`src/rtl/cdot_pkg.sv`:
```
package cdot_pkg;

  typedef logic signed [63:0] wide_t;

  // Bring a wide value into a w-bit signed range: clamp or keep low bits.
  function automatic wide_t fit(input wide_t v, input int w, input bit sat);
    wide_t hi, lo, r;
    hi = (64'sd1 <<< (w - 1)) - 64'sd1;
    lo = -hi - 64'sd1;
    if (sat) begin
      if (v > hi)      r = hi;
      else if (v < lo) r = lo;
      else             r = v;
    end else begin
      r = v <<< (64 - w);
      r = r >>> (64 - w);
    end
    return r;
  endfunction

  // Conjugate product, real part: ar*br + ai*bi
  function automatic wide_t conj_re(input wide_t ar, input wide_t ai,
                                    input wide_t br, input wide_t bi);
    return ar * br + ai * bi;
  endfunction

  // Conjugate product, imaginary part: ar*bi - ai*br
  function automatic wide_t conj_im(input wide_t ar, input wide_t ai,
                                    input wide_t br, input wide_t bi);
    return ar * bi - ai * br;
  endfunction

endpackage

```
`src/rtl/cdot_pipe.sv`:
```
module cdot_pipe #(
  parameter int W     = 8,
  parameter int DEPTH = 0
) (
  input  logic         clk,
  input  logic         rst,
  input  logic [W-1:0] din,
  input  logic         vin,
  output logic [W-1:0] dout,
  output logic         vout
);

  generate
    if (DEPTH == 0) begin : g_wire
      assign dout = din;
      assign vout = vin;
    end else begin : g_regs
      localparam int AW = $clog2(DEPTH + 1);
      logic [W-1:0]     d_q [DEPTH];
      logic [DEPTH-1:0] v_q;
      logic [AW-1:0]    age;   // cycles since reset, saturating at DEPTH

      always_ff @(posedge clk) begin
        if (rst) begin
          for (int k = 0; k < DEPTH; k++) d_q[k] <= '0;
          v_q <= '0;
          age <= '0;
        end else begin
          d_q[0] <= din;
          v_q[0] <= vin;
          for (int k = 1; k < DEPTH; k++) begin
            d_q[k] <= d_q[k-1];
            v_q[k] <= v_q[k-1];
          end
          if (age < AW'(DEPTH)) age <= age + 1'b1;
        end
      end

      assign dout = d_q[DEPTH-1];
      assign vout = v_q[DEPTH-1];

      // nothing valid can emerge before DEPTH loads after reset
      a_r10_no_early_valid: assert property (@(posedge clk) disable iff (rst)
        (age < AW'(DEPTH)) |-> !vout);
    end
  endgenerate

endmodule

```
`src/rtl/cdot_cmul.sv`:
```
module cdot_cmul
  import cdot_pkg::*;
#(
  parameter int EW   = 8,
  parameter int RW   = 16,
  parameter int DROP = 0,
  parameter bit SAT  = 1'b0
) (
  input  logic                 clk,
  input  logic                 rst,
  input  logic [EW-1:0]        ar,
  input  logic [EW-1:0]        ai,
  input  logic [EW-1:0]        br,
  input  logic [EW-1:0]        bi,
  output logic signed [RW-1:0] pr,
  output logic signed [RW-1:0] pi
);

  logic signed [EW-1:0] sar, sai, sbr, sbi;
  wide_t raw_re, raw_im;   // exact conjugate product after floor shift

  assign sar = ar;
  assign sai = ai;
  assign sbr = br;
  assign sbi = bi;

  always_comb begin
    raw_re = conj_re(64'(sar), 64'(sai), 64'(sbr), 64'(sbi)) >>> DROP;
    raw_im = conj_im(64'(sar), 64'(sai), 64'(sbr), 64'(sbi)) >>> DROP;
    pr = RW'(fit(raw_re, RW, SAT));
    pi = RW'(fit(raw_im, RW, SAT));
  end

  // real lanes give a zero imaginary product
  always @(posedge clk) begin
    if (!rst && sai == '0 && sbi == '0)
      a_r3_real_lane: assert (pi == '0);
  end

endmodule

```
`src/rtl/cdot_sum.sv`:
```
module cdot_sum
  import cdot_pkg::*;
#(
  parameter int N    = 4,
  parameter int RW   = 16,
  parameter bit SAT  = 1'b0,
  parameter bit TREE = 1'b0
) (
  input  logic                 clk,
  input  logic                 rst,
  input  logic [N*RW-1:0]      terms,
  output logic signed [RW-1:0] total
);

  localparam int    LV = $clog2(N);
  localparam int    P  = 1 << LV;
  localparam wide_t HI = (64'sd1 <<< (RW - 1)) - 64'sd1;

  generate
    if (TREE) begin : g_tree
      for (genvar l = 0; l <= LV; l++) begin : lvl
        localparam int WN = P >> l;
        logic [WN*RW-1:0] v;
        if (l == 0) begin : g_leaf
          assign v = (WN*RW)'(terms);   // unused leaves are zero
        end else begin : g_add
          for (genvar k = 0; k < WN; k++) begin : node
            logic signed [RW-1:0] lhs, rhs;
            assign lhs = lvl[l-1].v[(2*k)*RW +: RW];
            assign rhs = lvl[l-1].v[(2*k+1)*RW +: RW];
            assign v[k*RW +: RW] = RW'(fit(64'(lhs) + 64'(rhs), RW, SAT));
          end
        end
      end
      assign total = lvl[LV].v;
    end else begin : g_chain
      for (genvar i = 0; i < N; i++) begin : stg
        logic signed [RW-1:0] s;
        if (i == 0) begin : g_first
          assign s = terms[0 +: RW];
        end else begin : g_next
          logic signed [RW-1:0] t;
          assign t = terms[i*RW +: RW];
          assign s = RW'(fit(64'(stg[i-1].s) + 64'(t), RW, SAT));
        end
      end
      assign total = stg[N-1].s;
    end
  endgenerate

  // Exact reference sum and sign summary, used by the assertions below
  wide_t exact;
  logic  all_nonneg;
  always_comb begin
    exact      = '0;
    all_nonneg = 1'b1;
    for (int i = 0; i < N; i++) begin
      exact = exact + 64'($signed(terms[i*RW +: RW]));
      if (terms[i*RW + RW - 1]) all_nonneg = 1'b0;
    end
  end

  generate
    if (SAT) begin : g_sat_chk
      // nonnegative terms saturate monotonically at the top of the range
      a_r5_sat_nonneg: assert property (@(posedge clk) disable iff (rst)
        all_nonneg |-> (64'(total) == ((exact > HI) ? HI : exact)));
    end else begin : g_wrap_chk
      // wrapped sums agree with the exact sum modulo 2^RW in any order
      a_r4_wrap_modular: assert property (@(posedge clk) disable iff (rst)
        total == exact[RW-1:0]);
    end
  endgenerate

endmodule

```
`src/rtl/cdot_unit.sv`:
```
module cdot_unit
  import cdot_pkg::*;
#(
  parameter int ELEM_W     = 8,
  parameter int LEN        = 4,
  parameter int RES_W      = 16,
  parameter int DROP_LSB   = 0,
  parameter bit TREE       = 1'b0,
  parameter bit SATURATE   = 1'b0,
  parameter int IN_STAGES  = 0,
  parameter int OUT_STAGES = 0
) (
  input  logic                  clk,
  input  logic                  rst,
  input  logic                  in_valid,
  input  logic [LEN*ELEM_W-1:0] a_re,
  input  logic [LEN*ELEM_W-1:0] a_im,
  input  logic [LEN*ELEM_W-1:0] b_re,
  input  logic [LEN*ELEM_W-1:0] b_im,
  output logic                  out_valid,
  output logic [RES_W-1:0]      y_re,
  output logic [RES_W-1:0]      y_im
);

  localparam int VW = LEN * ELEM_W;
  localparam int IW = 4 * VW;
  localparam int OW = 2 * RES_W;

  // Input register stages
  logic [IW-1:0] in_q;
  logic          v_mid;
  logic [VW-1:0] ar_q, ai_q, br_q, bi_q;

  cdot_pipe #(.W(IW), .DEPTH(IN_STAGES)) u_in_pipe (
    .clk(clk), .rst(rst),
    .din({b_im, b_re, a_im, a_re}), .vin(in_valid),
    .dout(in_q), .vout(v_mid)
  );
  assign {bi_q, br_q, ai_q, ar_q} = in_q;

  // Lane conjugate multipliers
  logic [LEN*RES_W-1:0] prod_re, prod_im;
  generate
    for (genvar i = 0; i < LEN; i++) begin : lane
      logic signed [RES_W-1:0] pr, pi;
      cdot_cmul #(.EW(ELEM_W), .RW(RES_W), .DROP(DROP_LSB), .SAT(SATURATE)) u_mul (
        .clk(clk), .rst(rst),
        .ar(ar_q[i*ELEM_W +: ELEM_W]), .ai(ai_q[i*ELEM_W +: ELEM_W]),
        .br(br_q[i*ELEM_W +: ELEM_W]), .bi(bi_q[i*ELEM_W +: ELEM_W]),
        .pr(pr), .pi(pi)
      );
      assign prod_re[i*RES_W +: RES_W] = pr;
      assign prod_im[i*RES_W +: RES_W] = pi;
    end
  endgenerate

  // Reduction adders, one per component
  logic signed [RES_W-1:0] sum_re, sum_im;

  cdot_sum #(.N(LEN), .RW(RES_W), .SAT(SATURATE), .TREE(TREE)) u_sum_re (
    .clk(clk), .rst(rst), .terms(prod_re), .total(sum_re)
  );
  cdot_sum #(.N(LEN), .RW(RES_W), .SAT(SATURATE), .TREE(TREE)) u_sum_im (
    .clk(clk), .rst(rst), .terms(prod_im), .total(sum_im)
  );

  // Output register stages
  logic [OW-1:0] out_q;
  cdot_pipe #(.W(OW), .DEPTH(OUT_STAGES)) u_out_pipe (
    .clk(clk), .rst(rst),
    .din({sum_im, sum_re}), .vin(v_mid),
    .dout(out_q), .vout(out_valid)
  );
  assign {y_im, y_re} = out_q;

endmodule

```
`config.mk`:
```
export PLATFORM = sky130hd
export DESIGN_NAME = cdot_unit
export DESIGN_NICKNAME = d
export VERILOG_FILES = /design/src/rtl/cdot_pkg.sv /design/src/rtl/cdot_pipe.sv /design/src/rtl/cdot_cmul.sv /design/src/rtl/cdot_sum.sv /design/src/rtl/cdot_unit.sv
export SDC_FILE = /design/constraint.sdc
export NUM_CORES = 2
export LEC_CHECK = 0
export ABC_AREA = 1
export ABC_CLOCK_PERIOD_IN_PS = 27100
export BUFFER_PORTS_ARGS = -buffer_cell sky130_fd_sc_hd__buf_4
export CAP_MARGIN = 10
export CORE_ASPECT_RATIO = 0.7
export CORE_MARGIN = 4
export CORE_UTILIZATION = 46
export DETAILED_ROUTE_END_ITERATION = 12
export GPL_TIMING_DRIVEN = 0
export PLACE_DENSITY = 0.61
export SYNTH_ARGS = -nofsm -noshare
export SYNTH_HDL_FRONTEND = slang
export SYNTH_HIERARCHICAL = 1
export SYNTH_SLANG_ARGS = --single-unit
```
`constraint.sdc`:
```
create_clock -name vclk -period 27.1
set_clock_uncertainty 0.1 [all_clocks]
set_input_delay 6.775 -clock vclk [all_inputs]
set_output_delay 6.775 -clock vclk [all_outputs]
set_load 0.01 [all_outputs]
```
---- Yosys cells after proc, flatten, opt, wreduce, memory -nomap -nowiden ----
Index checks and enable logic that the tools add are counted.
storage, ports and cells
  bits in registers ....................... 0
  bits of input ports ..................... 131
  output and inout bits ................... 33
  logic and storage cells ................. 30
operators by class
  $add $sub $neg .......................... 14
  $mul .................................... 16
operator list
  kind            number
  $mul 8x8->16    16
  $add 16x16->16  10
  $sub 16x16->16  4

---- Depth between registers and ports, before layout ----
  depth after elaboration ................. 5
  depth in mapped cells ................... 41
  gate-level depth less buffers ........... 37

---- Cells and area by module ----
The synthesis kept the hierarchy.
by module, submodules not included
  module                         times used  cells each  area each (µm²)
  cdot_cmul (lane[1].u_mul ...)  2           1437        10965.5
  cdot_cmul (lane[0].u_mul)      1           1490        11187.0
  cdot_cmul (lane[3].u_mul)      1           1466        11069.4
  cdot_sum (u_sum_im)            1           303         1896.8
  cdot_sum (u_sum_re)            1           302         1889.3
  cdot_pipe (u_in_pipe)          1           129         968.4
  cdot_pipe (u_out_pipe)         1           33          247.7

---- Least setup slack after synthesis ----
Ideal clock, no wire load.
  kind .................................... input to output
  from .................................... in b_im[7]
  to ...................................... out y_im[14]
  data arrival time ....................... 13815 ps
  data required time ...................... 20225 ps
  setup slack ............................. 6410 ps
  cell stages on the path ................. 35
  buffers on the path ..................... 3
  path through ............................ buf_4 inv_1 buf_1 nor2_1 fa_1 inv_1 fa_1 fa_1 inv_1 fa_1 fa_1 inv_1 fa_1 inv_1 ha_1 nand2_1 inv_1 a21oi_1 nand2_1 nand2_1 nand2_1 a21oi_1 xnor2_1 inv_1 fa_1 fa_1 inv_1 ha_1 nand2_1 nor2_1 and2_2 nand2_2 nand3_1 nand2_1 buf_4
on the way
  cells in the longest elaborated chain, start to end .. 5
RTL lines
  what                         RTL line         RTL
  start, declared              cdot_unit.sv:19  input logic [LEN*ELEM_W-1:0] b_im,
  $mul 8x8->16                 cdot_pkg.sv:30   return ar * bi - ai * br;
  $sub 16x16->16               cdot_pkg.sv:30
  via lane[0].pi[11]           cdot_unit.sv:45  logic signed [RES_W-1:0] pr, pi;
  $add 16x16->16 (3 in a row)  cdot_sum.sv:44   assign s = RW'(fit(64'(stg[i-1].s) + 64'(t), RW, SAT));
  end, declared                cdot_unit.sv:22  output logic [RES_W-1:0] y_im
The timed path passes the listed nets, and every way through them passes these cells.

---- Final worst setup path ----
  from .................................... in b_re[18]
  to ...................................... out y_im[15]
on the way
  cells in the longest elaborated chain, start to end .. 4
RTL lines
  what                         RTL line         RTL
  start, declared              cdot_unit.sv:18  input logic [LEN*ELEM_W-1:0] b_re,
  $mul 8x8->16                 cdot_pkg.sv:30
  $sub 16x16->16               cdot_pkg.sv:30
  via lane[2].pi[12]           cdot_unit.sv:45
  $add 16x16->16 (2 in a row)  cdot_sum.sv:44
The timed path passes the listed nets, and every way through them passes these cells.

==> results.cfg <==
[run_status]
status = completed

[route]
wl_per_cell_um = 16.7
drc_errors = 0
dr.pass1.iters = 5
via_per_inst = 4.72
vias = 38000
antenna_left = 0
totalWireLength_um = 135000
detail_route.iter0.violations = 2912

[floorplanning]
chipHeight_um = 282
rows = 100
start_util_pct = 46.3
core-area_um2 = 106000
die_w_um = 399
die-area_um2 = 112000
io_pins = 164

[finish]
drive_above_1_share_pct = 4.22
final_cell_area_um2 = 51200
area_growth_pct = 4.14
num_antenna_cells = 0
clkbuf_count = 0
layout_common_cells = inv_1, nand2_1, fa_1
postLayoutCoreUtil_pct = 48.2
seq_cells = 0
regArea_um2 = 0
layout_commonest_cell = inv_1
finalNetCount = 8341

[setup_path]
crit_slowest_cell = clkbuf_1
critical_path.max_stage_delay_ps = 660
path_class = in -> out
cp-start-kind = primary input
crit_family = adder cells
end_kind = output pin
crit_buf_inv = 12
worstPathMaxFanout = 10
cp-startpoint = b_re[18]
crit_arrival_ps = 15540
worstPathRequired_ps = 20220
crit_top_cell = fa_1

[yosys]
ys_seq_area_share_pct = 0
ys_types = 43
avgSynthCellArea_um2 = 7.46
synth_nets = 8306
syn_inst = 6597
ys_warn_count = 6
netlist_area_um2 = 49200

[clocking]
cts_resized = 0
hold_buffers = 0
cts_setup_buffers = 0

[worst_hold_path]
hold_path.startpoint = in_valid
hold_path.class = in -> out

[global_routing]
grt_overflow_total = 0
grt_pass1_vias = 39300
grt_max_degree = 12
grt_util_all_layers_pct = 24.7
grt_pass1_wl_um = 217000
antenna_found_initial = 3

[timing]
post-route-min-period_ps = 22410
relSlewSlack_pct = 38.3
fin_crit_sh_pct = 82.7
fmax_ghz = 0.0446
rsz0062_at_grt = no
worst_slack_ps = 4690
slew_viol_final = 0
hold_violations = 0
setup_violations = 0
worstMarginPinSlew_ps = 925
tns_ps = 0

[place]
io_buffers = 33
placed_cell_area_um2 = 51200
pre_cts_slack_ps = 4780
gp_congestion = 0.927
dp_hpwl_um = 119000

[job]
drv_cap = 0
[final cells by class]
| cell class | instances | area (um2) |
|---|---|---|
| Timing Repair Buffer | 33 | 248 |
| Buffer | 392 | 2100 |
| Inverter | 2275 | 8540 |
| Fill cell | 10700 | 55000 |
| Multi-Input combinational cell | 3930 | 38600 |
| Tap cell | 1428 | 1790 |
[kinds of logic (layout without fill, tap and decap cells)]
kind of cell / Yosys count / count (layout) / synth area share (%)
compound gates: 187 / 187 / 2.15
xor+xnor: 152 / 152 / 2.71
fa+ha+maj: 1578 / 1578 / 57.2
buf+inv: 2667 / 2700 / 21.6
simple gates: 2013 / 2013 / 16.3
[routing by layer]
layer | GRT usage (%) | wire [um]
met4 | 3.86 | 2440
met3 | 3.67 | 10900
met1 | 38.6 | 64800
met2 | 37.0 | 56500
met5 | 0 | 13
[synthesized netlist by cell type, types with 3 or more instances]
cell type	count	share of area, %
a31oi_1	10	0.13
xnor2_1	52	0.93
a21oi_1	99	1.0
buf_4	162	2.5
o2111ai_1	4	0.071
clkbuf_1	217	1.7
buf_1	3	0.023
nand3_1	155	1.6
nand3b_1	10	0.15
nor2_1	213	1.6
nand2_2	14	0.18
buf_2	6	0.061
a21o_1	19	0.29
nor3_1	3	0.031
xor2_1	100	1.8
o21ai_1	11	0.11
inv_2	15	0.11
nand4_1	17	0.22
inv_1	2258	17
fa_1	1116	45
a31o_2	3	0.053
o21ai_2	3	0.053
nand3_2	5	0.10
nand2_1	1559	12
clkbuf_2	3	0.031
o21ai_0	29	0.30
or2_2	20	0.25
o21bai_1	3	0.046
ha_1	462	12
nor2_2	6	0.076
nor2_4	3	0.069
[per-stage QoR]
step	instances	hold WS (ps)
floorplan	6597	13620
global placement	8058	13710
detailed placement	8058	13710
CTS	8058	13710
global route	8058	13720
finish	8058	13710
[worst paths after layout]
path	end	slack [ps]	depth (start not counted)
min	out_valid	13710	3
max	y_im[15]	4690	36
[tightest hold or removal path, delay by kind of cell]
family,cells,cell delay (ps)
buffers and inverters,3,250
Power is not shown: default switching activity piles up to over one toggle a cycle in this logic, so the estimate is an artifact.
